<file path="config.mk">
export PLATFORM = sky130hd
export DESIGN_NAME = msg_irq_gate
export DESIGN_NICKNAME = d
export VERILOG_FILES = /design/src/rtl/msg_irq_gate.sv
export SDC_FILE = /design/constraint.sdc
export NUM_CORES = 1
export LEC_CHECK = 0
export BUFFER_PORTS_ARGS = -buffer_cell sky130_fd_sc_hd__buf_2
export CAP_MARGIN = 20
export CORE_MARGIN = 2
export CORE_UTILIZATION = 37
export CTS_CLUSTER_SIZE = 28
export DETAILED_ROUTE_END_ITERATION = 12
export MAX_ROUTING_LAYER = met4
export PLACE_DENSITY_LB_ADDON = 0.2
export SETUP_SLACK_MARGIN = 0.2
export SLEW_MARGIN = 20
export SYNTH_ARGS = -nofsm -noshare
export SYNTH_HDL_FRONTEND = slang
export SYNTH_SLANG_ARGS = --single-unit
</file>
<file path="constraint.sdc">
create_clock -name clk -period 1 [get_ports clk]
set_clock_uncertainty 0.2 [all_clocks]
set_input_delay 0.1 -clock clk [delete_from_list [all_inputs] [get_ports clk]]
set_output_delay 0.1 -clock clk [all_outputs]
set_load 0.03 [all_outputs]
</file>
<file path="src/rtl/msg_irq_gate.sv">
module msg_irq_gate #(
  parameter int WIDTH   = 16,
  parameter int RO_LSBS = 3,
  parameter int IXZ_POS = 15,
  parameter int IWA_POS = 14
) (
  input  logic             clk,
  input  logic             mst_rst,
  input  logic             sw_rst,
  input  logic             wr_en,
  input  logic [WIDTH-1:0] wr_data,
  output logic [WIDTH-1:0] rd_data,
  input  logic             ixz_evt,
  input  logic             ixz_ctl,
  input  logic             iwa_evt,
  input  logic             iwa_ctl,
  output logic             msg_irq
);
  localparam logic [WIDTH-1:0] WMASK = {{(WIDTH-RO_LSBS){1'b1}}, {RO_LSBS{1'b0}}};

  logic [WIDTH-1:0] en_q;
  logic             ixz_hit, iwa_hit, irq_q;

  // sw_rst deliberately has no path into this register
  always_ff @(posedge clk) begin
    if (mst_rst)    en_q <= '0;
    else if (wr_en) en_q <= wr_data & WMASK;
  end

  assign ixz_hit = ixz_evt & ixz_ctl & en_q[IXZ_POS];
  assign iwa_hit = iwa_evt & iwa_ctl & en_q[IWA_POS];

  always_ff @(posedge clk) begin
    if (mst_rst) irq_q <= 1'b0;
    else         irq_q <= ixz_hit | iwa_hit;
  end

  assign rd_data = en_q & WMASK;
  assign msg_irq = irq_q;
endmodule


</file>
Yosys cells after proc, flatten, opt, wreduce, memory -nomap -nowiden
Cells that the tools add are included.
- register bits: 14
- input bits: 24
- bitwise operators: 5
- operators by type and width (kind ; count):
    $and A1 B1 Y1 ; 4
    $or A1 B1 Y1 ; 1

Logic depth before layout (Yosys ltp)
- depth after elaboration: 3
- gate-level depth with buffers: 4
- mapped depth without buffers: 2

Worst setup path after synthesis
Ideal clock, no wire load.
- path kind: register -> register
- start point: reg en_q[15]
- end point: reg irq_q, in the netlist msg_irq
- setup slack: -0.002 ns
- clock period less this slack: 1.002 ns
- cell stages (with the launch flop): 3
- required time: 0.730 ns
- library setup time: 0.070 ns
- data arrival time: 0.732 ns
- path through: dfxtp_1 > nand3_1 > a21oi_1
- longest elaborated chain between the ends: 2
- ends and longest elaborated chain (item ; RTL line ; RTL):
    start, declared ; 21 ; logic [WIDTH-1:0] en_q;
    start signal, assigned ; 27 ; else if (wr_en) en_q <= wr_data & WMASK;
    $and A1 B1 Y1 ; 30 ; assign ixz_hit = ixz_evt & ixz_ctl & en_q[IXZ_POS];
    $or A1 B1 Y1 ; 35 ; else irq_q <= ixz_hit | iwa_hit;
    end signal, assigned ; 35 ;
    end, declared ; 22 ; logic ixz_hit, iwa_hit, irq_q;
Every way passes these cells.
A chain may end at the register's enable or synchronous reset.

Final worst setup path
- start point: reg en_q[14]
- end point: out rd_data[14]
- RTL lines (item ; RTL line ; RTL):
    end, declared ; 12 ; output logic [WIDTH-1:0] rd_data,
No word-level cell between the ends.

==> results_dict.tcl <==
set metrics [dict create \
    outcome "finished with violations" \
    violations "negative hold slack, negative setup slack" \
    grt_util_all_layers_pct 13.4 \
    max-cap-violations 0 \
    cp-end-kind "output port" \
    ys_ff_latch 14 \
    min_period_ns 1.05 \
    setup_viol 14 \
    area_growth_syn_to_layout_pct 59.6 \
    power_per_cell_area_nw_per_um2 1400 \
    post_synth.cell_area_avg_um2 10.7 \
    drive_above_1_share_pct 62.8 \
    cts_tree "yes" \
    fillerInstances 120 \
    antenna-diode-count 0 \
    final.period_utilization_pct 105 \
    clock_pin_slew_on_the_worst_setup_and_hold_paths_ns 0.08 \
    boundaryPins 41 \
    die_area_um2 1770 \
    core-area_um2 1330 \
    totalPowerFinal_uw 1190 \
    hpwl_um 752 \
    std_cell_rows 13 \
    gp_routability_congestion 0.670 \
    yosys-top-cells-area "sky130_fd_sc_hd__dfxtp_1, sky130_fd_sc_hd__mux2i_1, sky130_fd_sc_hd__nor2_1, sky130_fd_sc_hd__buf_4, sky130_fd_sc_hd__buf_12" \
    achievable-frequency_ghz 0.949 \
    crit_buf_inv 1 \
    path_delay_family "flip-flops" \
    vdd_drop_max_uv 733 \
    total_leakage_power_uw 0.000430 \
    hold_viol 14 \
    initial_utilization_pct 40.2 \
    initial_drt_pass_iterations 3 \
    grt_antenna_before_repair 0 \
    detailedRoute.firstIterationViolations 3 \
    grt_first_pass_wirelength_mm 1.75 \
    die_width_um 42.0 \
    clkLatencyLatePin_ns 0.27 \
    detail_route.wl_per_cell_um 10.3 \
    route.antenna.remaining_nets 0 \
    cell_variety_after_synth 10 \
    crit_required_ns 0.70 \
    synthesis.instances 50 \
    tritoncts_num_sinks 14 \
    syn_area_um2 536 \
    final_worst_setup_slack_ns -0.0532 \
    crit_path_max_incr_delay_ns 0.35 \
    finish.net_count 111 \
    cts-root-to-sink-buffers 2 \
    synth.top_cell.area_share_pct 52.3 \
    timing_worst_setup_path_type "reg2out" \
    synth_sequential_area_ratio_pct 52.3 \
    worst_hold_slack_ns -0.145 \
    chipHeight_um 42.0 \
    post-synth-top-area-cell "sky130_fd_sc_hd__dfxtp_1" \
    crit_path_max_fanout 2 \
    timing.final.max_slew_violations 0 \
    cts-buffers-inserted 3 \
    global_route.overflow_total 0 \
    ctsRootBufferMaster "sky130_fd_sc_hd__clkbuf_4" \
    pin_count_of_the_biggest_net_entering_global_routing 15 \
    detailroute.via_count 440 \
    synthesis.yosys.warnings 0 \
    cpMaxStageDelayCell "sky130_fd_sc_hd__dfxtp_4" \
    number_of_global_route_vias_before_repair 414 \
    worst_setup_path_start_kind "register" \
    rsz_0062_raised_after_global_routing "yes" \
    htree_num_levels 1 \
    drcViolationCount 0 \
    timing.critical_path.cells "buf_6" \
    drt-vias-per-instance 4.36 \
    portBuffers 33 \
    holdCritPathClass "in2reg" \
    utilization_pct 64.1 \
    cp_data_arrival_time_ns 0.75 \
    route.final.wire_length_mm 1.05 \
]
==> layout make-up <==
type                    instances  area (um2)  area share (%)
clock inverters                 1        3.75           0.439
multi-input cells              32         210            24.6
clock buffers                   3        22.5            2.64
well taps                      15        18.8            2.20
flip-flops and latches         14         308            36.0
repair buffers                 36         292            34.1
==> registers in the layout (all words and copies together), names as in the netlist <==
| name | count |
|---|---|
| en_q | 13 |
| msg_irq | 1 |
==> final timing paths <==
path / from / endpoint / slack [ns] / depth (start not counted)
hold reg to reg: en_q[8] / en_q[8] / 0.30 / 2
setup / recovery: en_q[14] / rd_data[14] / -0.05 / 1
hold / removal: wr_data[10] / en_q[10] / -0.14 / 3
setup reg to reg: en_q[14] / en_q[14] / 0.05 / 3
==> cell usage in the layout, fill, tap and decap left out, drive strengths merged <==
master,netlist,final
clkinv,0,1
nor2,13,13
a21oi,1,1
mux2i,13,13
dfxtp,14,14
nand3,2,2
conb,1,3
clkbuf,1,3
buf,5,36
==> logic make-up after synthesis <==
group | count (synthesis) | share of synthesized area, %
AOI/OAI and AO/OA | 1 | 0.934
buffers and inverters | 6 | 10.7
DFF | 14 | 52.3
muxes | 13 | 24.3
other | 1 | 0.700
and+or+nand+nor | 15 | 11.0
==> through the flow <==
step / setup WS, ns / hold slack, ns / setup TNS [ns] / cells / area (um2)
6_report: -0.0532 / -0.145 / -0.521 / 101 / 855
3_3_place_gp: 0.0649 / 0.134 / 0 / 95 / 716
2_1_floorplan: 0.143 / -0.0373 / 0 / 52 / 573
5_1_grt: -0.0849 / -0.140 / -1.03 / 101 / 855
4_1_cts: -0.0681 / -0.150 / -0.699 / 100 / 843
3_5_place_dp: 0.0509 / 0.141 / 0 / 95 / 716
==> synth_stat cells <==
cell	instances
sky130_fd_sc_hd__a21oi_1	1
sky130_fd_sc_hd__buf_12	1
sky130_fd_sc_hd__buf_4	3
sky130_fd_sc_hd__buf_6	1
sky130_fd_sc_hd__clkbuf_1	1
sky130_fd_sc_hd__conb_1	1
sky130_fd_sc_hd__dfxtp_1	14
sky130_fd_sc_hd__mux2i_1	13
sky130_fd_sc_hd__nand3_1	2
sky130_fd_sc_hd__nor2_1	13
==> what timing repair did <==
item                       4_1_cts  5_1_grt
pin swaps                        1        4
resized for setup               30        1
cloned                           0        0
setup endpoints to repair       25       28
hold endpoints to repair        14       14
setup buffers                    1        1
==> layer usage <==
metal,GRT usage [%],vias up,wire length (um)
met4,7.50,0,14
met1,15.4,195,470
met5,-,-,0
met3,3.88,2,37
met2,20.9,13,523
li1,-,230,-
==> report_power, final <==
group / internal (uW) / switching (uW) / total, uW
Combinational: 130 / 140 / 270
Clock: 144 / 170 / 314
Sequential: 590 / 21.2 / 611
(Power assumes the default switching activity.)
